## config.mk

```make
export PLATFORM = sky130hd
export DESIGN_NAME = fault_resp_ctrl
export DESIGN_NICKNAME = d
export VERILOG_FILES = /design/src/rtl/fault_resp_pkg.sv /design/src/rtl/fr_sticky.sv /design/src/rtl/fr_retry_timer.sv /design/src/rtl/fr_ilim_side.sv /design/src/rtl/fault_resp_ctrl.sv
export SDC_FILE = /design/constraint.sdc
export NUM_CORES = 1
export LEC_CHECK = 0
export CAP_MARGIN = 5
export CORE_ASPECT_RATIO = 0.5
export CORE_MARGIN = 3
export CORE_UTILIZATION = 48
export CTS_CLUSTER_DIAMETER = 50
export DETAILED_ROUTE_END_ITERATION = 10
export GPL_TIMING_DRIVEN = 1
export PLACE_DENSITY = 0.82
export SYNTH_ARGS = -nofsm -noshare
export SYNTH_HDL_FRONTEND = slang
export SYNTH_HIERARCHICAL = 1
export SYNTH_SLANG_ARGS = --single-unit
```

## constraint.sdc

```tcl
create_clock -name clk -period 3.6 [get_ports clk]
set_input_delay 0.72 -clock clk [delete_from_list [all_inputs] [get_ports clk]]
set_output_delay 0.72 -clock clk [all_outputs]
set_load 0.005 [all_outputs]
```

## src/rtl/fault_resp_pkg.sv

```systemverilog
package fault_resp_pkg;

  // status vector layout
  localparam int ST_UV   = 0;
  localparam int ST_CP   = 1;
  localparam int ST_OV   = 2;
  localparam int ST_OC   = 3;
  localparam int ST_ILIM = 4;
  localparam int ST_SPI  = 5;
  localparam int ST_OTP  = 6;
  localparam int ST_TW   = 7;
  localparam int ST_TSD  = 8;
  localparam int ST_W    = 9;

  typedef enum logic [1:0] {
    OC_LATCH  = 2'b00,
    OC_RETRY  = 2'b01,
    OC_REPORT = 2'b10,
    OC_OFF    = 2'b11
  } oc_mode_e;

endpackage

```

## src/rtl/fr_sticky.sv

```systemverilog
module fr_sticky (
  input  logic clk,
  input  logic rst_n,
  input  logic set_i,
  input  logic cond_i,
  input  logic clr_i,
  output logic q_o
);

  always_ff @(posedge clk or negedge rst_n) begin
    if (!rst_n)               q_o <= 1'b0;
    else if (set_i)           q_o <= 1'b1;
    else if (clr_i && !cond_i) q_o <= 1'b0;
  end

  AST_STICKY_SET: assert property (@(posedge clk) disable iff (!rst_n)
    set_i |=> q_o);

  AST_STICKY_KEEP: assert property (@(posedge clk) disable iff (!rst_n)
    (q_o && (!clr_i || cond_i)) |=> q_o);

endmodule

```

## src/rtl/fr_retry_timer.sv

```systemverilog
module fr_retry_timer #(
  parameter int CNT_W = 16
) (
  input  logic             clk,
  input  logic             rst_n,
  input  logic             load_i,
  input  logic [CNT_W-1:0] len_i,
  output logic             expire_o
);

  localparam logic [CNT_W-1:0] ONE = CNT_W'(1);

  logic [CNT_W-1:0] cnt;

  always_ff @(posedge clk or negedge rst_n) begin
    if (!rst_n)             cnt <= '0;
    else if (load_i)        cnt <= (len_i == '0) ? ONE : len_i;
    else if (cnt != '0)     cnt <= cnt - ONE;
  end

  assign expire_o = (cnt == ONE);

  AST_RETRY_COUNT: assert property (@(posedge clk) disable iff (!rst_n)
    (!load_i && cnt > ONE) |=> (cnt == $past(cnt) - ONE));

  AST_RETRY_LOAD: assert property (@(posedge clk) disable iff (!rst_n)
    load_i |=> (cnt != '0));

endmodule

```

## src/rtl/fr_ilim_side.sv

```systemverilog
module fr_ilim_side (
  input  logic clk,
  input  logic rst_n,
  input  logic lim_i,
  input  logic pwm_i,
  output logic blk_o
);

  logic pwm_q;
  logic pwm_rise;

  assign pwm_rise = pwm_i & ~pwm_q;

  always_ff @(posedge clk or negedge rst_n) begin
    if (!rst_n) begin
      pwm_q <= 1'b0;
      blk_o <= 1'b0;
    end else begin
      pwm_q <= pwm_i;
      if (lim_i)         blk_o <= 1'b1;
      else if (pwm_rise) blk_o <= 1'b0;
    end
  end

  AST_ILIM_ENTER: assert property (@(posedge clk) disable iff (!rst_n)
    lim_i |=> blk_o);

  AST_ILIM_WAIT: assert property (@(posedge clk) disable iff (!rst_n)
    (blk_o && !pwm_i) |=> blk_o);

  AST_ILIM_FREE: assert property (@(posedge clk) disable iff (!rst_n)
    (!lim_i && pwm_i && !pwm_q) |=> !blk_o);

endmodule

```

## src/rtl/fault_resp_ctrl.sv

```systemverilog
module fault_resp_ctrl
  import fault_resp_pkg::*;
#(
  parameter int NPH     = 3,
  parameter int RETRY_W = 16
) (
  input  logic               clk,
  input  logic               rst_n,
  input  logic [2:0]         uv_i,
  input  logic               cp_uv_i,
  input  logic               ov_i,
  input  logic               oc_i,
  input  logic [NPH-1:0]     ilim_hs_i,
  input  logic [NPH-1:0]     ilim_ls_i,
  input  logic               tw_i,
  input  logic               tsd_i,
  input  logic               spi_err_i,
  input  logic               otp_err_i,
  input  logic [1:0]         oc_mode_i,
  input  logic               ov_en_i,
  input  logic               ilim_rpt_i,
  input  logic               spi_rpt_i,
  input  logic               tw_rpt_i,
  input  logic [RETRY_W-1:0] retry_len_i,
  input  logic               clr_flt_i,
  input  logic               sleep_pulse_i,
  input  logic [NPH-1:0]     pwm_hs_i,
  input  logic [NPH-1:0]     pwm_ls_i,
  output logic               fault_n_o,
  output logic               hiz_o,
  output logic               logic_en_o,
  output logic [NPH-1:0]     hs_lim_o,
  output logic [NPH-1:0]     ls_lim_o,
  output logic [ST_W-1:0]    status_o
);

  // sticky slots
  localparam int K_UV   = 0;
  localparam int K_OC   = 1;
  localparam int K_IL   = 2;
  localparam int K_SPI  = 3;
  localparam int K_OTP  = 4;
  localparam int NSTK   = 5;

  oc_mode_e oc_mode;
  logic     clr_any;
  logic     uv_any;
  logic     ilim_any;

  assign oc_mode  = oc_mode_e'(oc_mode_i);
  assign clr_any  = clr_flt_i | sleep_pulse_i;
  assign uv_any   = |uv_i;
  assign ilim_any = (|ilim_hs_i) | (|ilim_ls_i);

  // ---------------- sticky status bits ----------------
  logic [NSTK-1:0] stk_set, stk_cond, stk_clr, stk_q;

  always_comb begin
    stk_set[K_UV]   = uv_any;
    stk_cond[K_UV]  = uv_any;
    stk_clr[K_UV]   = clr_any;

    stk_set[K_OC]   = oc_i && (oc_mode != OC_OFF);
    stk_cond[K_OC]  = oc_i;
    stk_clr[K_OC]   = clr_any;

    stk_set[K_IL]   = ilim_any && ilim_rpt_i;
    stk_cond[K_IL]  = ilim_any;
    stk_clr[K_IL]   = clr_any;

    stk_set[K_SPI]  = spi_err_i && spi_rpt_i;
    stk_cond[K_SPI] = spi_err_i;
    stk_clr[K_SPI]  = clr_any;

    // memory error: only the clear strobe releases it
    stk_set[K_OTP]  = otp_err_i;
    stk_cond[K_OTP] = otp_err_i;
    stk_clr[K_OTP]  = clr_flt_i;
  end

  for (genvar g = 0; g < NSTK; g++) begin : g_stk
    fr_sticky u_stk (
      .clk    (clk),
      .rst_n  (rst_n),
      .set_i  (stk_set[g]),
      .cond_i (stk_cond[g]),
      .clr_i  (stk_clr[g]),
      .q_o    (stk_q[g])
    );
  end

  // ---------------- live-following classes ----------------
  logic uv_q, cp_q, ov_q, tw_q, tsd_q;

  always_ff @(posedge clk or negedge rst_n) begin
    if (!rst_n) begin
      uv_q  <= 1'b0;
      cp_q  <= 1'b0;
      ov_q  <= 1'b0;
      tw_q  <= 1'b0;
      tsd_q <= 1'b0;
    end else begin
      uv_q  <= uv_any;
      cp_q  <= cp_uv_i;
      ov_q  <= ov_i & ov_en_i;
      tw_q  <= tw_i & tw_rpt_i;
      tsd_q <= tsd_i;
    end
  end

  // ---------------- overcurrent bridge hold ----------------
  logic oc_hiz;
  logic rt_load;
  logic rt_exp;

  assign rt_load = (oc_mode == OC_RETRY) && oc_i && (!oc_hiz || rt_exp);

  fr_retry_timer #(.CNT_W(RETRY_W)) u_retry (
    .clk      (clk),
    .rst_n    (rst_n),
    .load_i   (rt_load),
    .len_i    (retry_len_i),
    .expire_o (rt_exp)
  );

  always_ff @(posedge clk or negedge rst_n) begin
    if (!rst_n)                                        oc_hiz <= 1'b0;
    else if (oc_mode_i[1])                             oc_hiz <= 1'b0;
    else if (clr_any && !oc_i)                         oc_hiz <= 1'b0;
    else if (oc_mode == OC_RETRY && rt_exp && !oc_i)   oc_hiz <= 1'b0;
    else if (oc_i)                                     oc_hiz <= 1'b1;
  end

  // ---------------- current-limit blanking ----------------
  for (genvar p = 0; p < NPH; p++) begin : g_ph
    fr_ilim_side u_hs (
      .clk   (clk),
      .rst_n (rst_n),
      .lim_i (ilim_hs_i[p]),
      .pwm_i (pwm_hs_i[p]),
      .blk_o (hs_lim_o[p])
    );
    fr_ilim_side u_ls (
      .clk   (clk),
      .rst_n (rst_n),
      .lim_i (ilim_ls_i[p]),
      .pwm_i (pwm_ls_i[p]),
      .blk_o (ls_lim_o[p])
    );
  end

  // ---------------- outputs ----------------
  always_comb begin
    status_o          = '0;
    status_o[ST_UV]   = stk_q[K_UV];
    status_o[ST_CP]   = cp_q;
    status_o[ST_OV]   = ov_q;
    status_o[ST_OC]   = stk_q[K_OC];
    status_o[ST_ILIM] = stk_q[K_IL];
    status_o[ST_SPI]  = stk_q[K_SPI];
    status_o[ST_OTP]  = stk_q[K_OTP];
    status_o[ST_TW]   = tw_q;
    status_o[ST_TSD]  = tsd_q;
  end

  assign fault_n_o  = ~(|status_o[ST_W-1:ST_CP]);
  assign hiz_o      = uv_q | cp_q | ov_q | oc_hiz | stk_q[K_OTP] | tsd_q;
  assign logic_en_o = ~uv_q;

  AST_UV_SAFE: assert property (@(posedge clk) disable iff (!rst_n)
    (|uv_i) |=> (hiz_o && !logic_en_o));

  AST_TSD_OFF: assert property (@(posedge clk) disable iff (!rst_n)
    tsd_i |=> (hiz_o && !fault_n_o));

  AST_OC_LATCHED: assert property (@(posedge clk) disable iff (!rst_n)
    (oc_mode == OC_LATCH && oc_hiz && !clr_any) |=> hiz_o);

  AST_OTP_HOLD: assert property (@(posedge clk) disable iff (!rst_n)
    (status_o[ST_OTP] && !clr_flt_i) |=> (status_o[ST_OTP] && hiz_o));

  AST_OC_REPORT_ONLY: assert property (@(posedge clk) disable iff (!rst_n)
    (oc_mode_i[1] && !uv_any && !cp_uv_i && !(ov_i && ov_en_i) && !tsd_i
     && !otp_err_i && !status_o[ST_OTP]) |=> !hiz_o);

endmodule

```

==> summary.md <==
| Metric | Value |
|---|---|
| Status | finished, final reports clean |
| Sw Ratio | between 20% and 30% |
| Sequential Power Share | 44.1% |
| Final setup vio count | 0 |
| Placed Cells | 297 |
| Mapped Nets | about 240 |
| Crit. End Element | register |
| Num CTS Buffers | 5 |
| Port Buffers | 65 |
| Synth area leader | dfrtp_1 |
| CTS max path bufs | 2 |
| Number of flops mapped to enable cells by yosys | 0 |
| Comb pwr share | about a quarter |
| CP Launch Type | register |
| Via count | 1722 |
| Syn_area_per_cell | between 10 and 15 um^2 |
| Yosys top cell area share | approximately 51% |
| Diodes inserted | 0 |
| Reg clk slew, reported paths | approximately 0.08 ns |
| Final-report hold violation count | 0 |
| Critical path data arrival time | about 3 ns |
| Fin Hold WS | about 0.48 ns |
| Std cell rows | 15 |
| Antenna viol nets, final | 0 |
| Die width | 95.5 um |
| Critical path type | reg -> reg |
| Final Util | approximately three quarters |
| Met2 WL | ~2300 um |
| Yosys synthesis warning count | 6 |
| RSZ-0062 raised after global routing | false |
| GRT overflow | 0 |
| Final slew viol count | 0 |
| Post-CTS setup buffer count | 0 |
| Final instance area | ~0.0027 mm^2 |
| Initial antenna violation count | 0 |
| DR top layer | met4 |
| Clock Power Share | 30.7% |
| Final TNS setup | 0 ns |
| Int Power | 984 uW |
| Pin count of the biggest net entering global routing | 40 |
| NumNets Final | 303 |
| Placer Congestion | around 0.9 |
| Lkg Pwr | about 0.0011 uW |
| Clock Skews | approximately 0.0050 ns |
| Synth Flop Type | dfrtp_1 |
| CTS tree | built |
| Gr usage total | 22.7% |
| Max FO, Critical Path | 18 |
| Final worst path period need | about 2.8 ns |
| Cts hold-fix bufs | 0 |
| Mapped Cells | roughly 190 |
| Async set or reset register ratio after synthesis | 100% |
| Power per Cell Area | around 510 mW/mm^2 |
| Final wirelength | approximately 5000 um |
| I/O pin count | 66 |
| Top cells by area, synth | dfrtp_1, a21o_1, nand2b_1, nand2_1, or4_1 |
| Root buffer cell | clkbuf_8 |
| Htree depth | 2 |
| Clk sink count | 39 |
| Vias in the first global route | around 1700 |
| Seq cells post-synth | 39 |
| Drt first pass iters | 4 |
| DRT iter0 DRCs | 76 |
| Initial Util | between 50% and 60% |
| DR WL/cell | 16.4 um |
| DRT met1 WL | around 2100 um |
| Top cells by count, synth | dfrtp_1, nand2_1, a21o_1, nand2b_1, nor2_1 |
| Met3 WL | 425 um |
| DRC violations left | 0 |
| DPL Wire Length | around 3800 um |
| Worst hold path type | reg -> reg |
| Core ar. | 0.00364 mm^2 |
| Worst-Skew Late Latency | ~0.29 ns |
| Worst Max-Slew Pin Slew | between 0.8 and 0.9 ns |
| Placed cell area | roughly 0.0026 mm^2 |
| Worst Path Required | 3.76 ns |
| Crit share post-route | 78.7% |
| Worst vdd ir | approximately 0.00038 V |
| Max-Cap Viols | 0 |
| Via density per instance | between 5 and 6 |
| Fraction of layout cells with a size suffix above 1 | under 10% |
| Sequential-to-total area share from yosys stat | 50.7% |
| Fmax achieved | 0.353 GHz |
| Die ar. | between 0.004 and 0.005 mm^2 |
| Mapped Area | around 0.0019 mm^2 |
| Most numerous cell in the Yosys netlist | dfrtp_1 |
| Total net switching power | just over 400 uW |
| First-pass GRT wire length | slightly above 8000 um |
| CTS resizes | 0 |
| Cell Count, Final, Fillers Out | 305 |
| Netlist cell types | 46 |
| Worst slew margin | 42.2% |
| Die Ht | 50.8 um |
| Area grow syn2layout | 41.3% |
cell type report:
class | count | area, um^2
Clock buffer | 6 | 72.6
Tap cell | 51 | 63.8
Clock inverter | 2 | 60.1
Fill cell | 247 | 923
Multi-Input combinational cell | 135 | 866
Sequential cell | 39 | 976
Timing Repair Buffer | 67 | 661
Inverter | 5 | 18.8
placed cells by master, fill, tap and decap left out, types with 3 or more instances in the layout:
cell,count
nor2b_1,3
nand3_1,4
nor4_1,7
a21oi_1,4
and2_1,4
xnor2_1,3
nand4_1,4
a21o_1,11
or4_1,6
o21ai_0,6
nor2_1,11
clkbuf_8,5
nor3_1,5
a31oi_1,3
nand2b_1,11
inv_1,5
clkdlybuf4s50_1,64
xor2_1,4
nand2_1,18
dfrtp_1,39
critical path: stages, from the launching register on:
cell and delay, ns:
dfrtp_1 0.42, or4_1 0.65, nor3_1 0.30, nor2b_1 0.07, nor3_1 0.18, buf_4 0.24, inv_1 0.21, a41oi_1 0.37
nor2b_1 0.20, a21oi_1 0.05
per-layer routing:
| metal | vias to the layer above | track usage (%) |
|---|---|---|
| li1 | 809 | - |
| met1 | 806 | 29.4 |
| met2 | 93 | 37.3 |
| met3 | 14 | 5.39 |
| met4 | 0 | 8.02 |
| met5 | - | 0 |
path summary, 6_finish.rpt:
path	startpoint	to	slack (ns)	cells past startpoint
worst max-delay path	u_retry/cnt[11]	u_retry/cnt[0]	0.77	9
worst min-delay path	g_ph[2].u_hs/blk_o	g_ph[2].u_hs/blk_o	0.48	1
worst max register to register	u_retry/cnt[11]	u_retry/cnt[0]	0.77	9
worst min register to register	g_ph[2].u_hs/blk_o	g_ph[2].u_hs/blk_o	0.48	1
max in group asynchronous	rst_n	g_ph[1].u_hs/pwm_q	2.51	1
min in group asynchronous	rst_n	u_retry/cnt[14]	0.54	1
state kept, by name (all words and copies together), names as in the netlist:
register         flops
u_retry/cnt         16
g_stk.u_stk/q_o      5
g_ph.u_hs/blk_o      3
g_ph.u_hs/pwm_q      3
g_ph.u_ls/blk_o      3
g_ph.u_ls/pwm_q      3
cp_q                 1
oc_hiz               1
ov_q                 1
tsd_q                1
tw_q                 1
uv_q                 1
cells by family after synthesis:
family                     synth area share [%]
xor gates and xnor gates                   3.19
adders and majority gates                  1.30
muxes                                      1.11
AOI/OAI and AO/OA                          14.1
and+or+nand+nor                            25.3
DFF                                        50.7
buffers and inverters                      4.23
power groups by stage:
stage          clock network [uW]  logic, uW  registers, uW
6_report                      428        352            616
5_1_grt                       458        390            630
4_1_cts                       436        351            614
3_5_place_dp                    0        348            622
3_3_place_gp                    0        335            615
2_1_floorplan                   0        214            600
stage by stage:
step / total power, uW / worst slack, ns
finish: 1400 / 0.767
global route: 1480 / 0.490
CTS: 1400 / 0.826
detailed placement: 969 / 0.869
global placement: 950 / 0.968
floorplan: 814 / 1.19
Power figures use the tool's default switching activity.
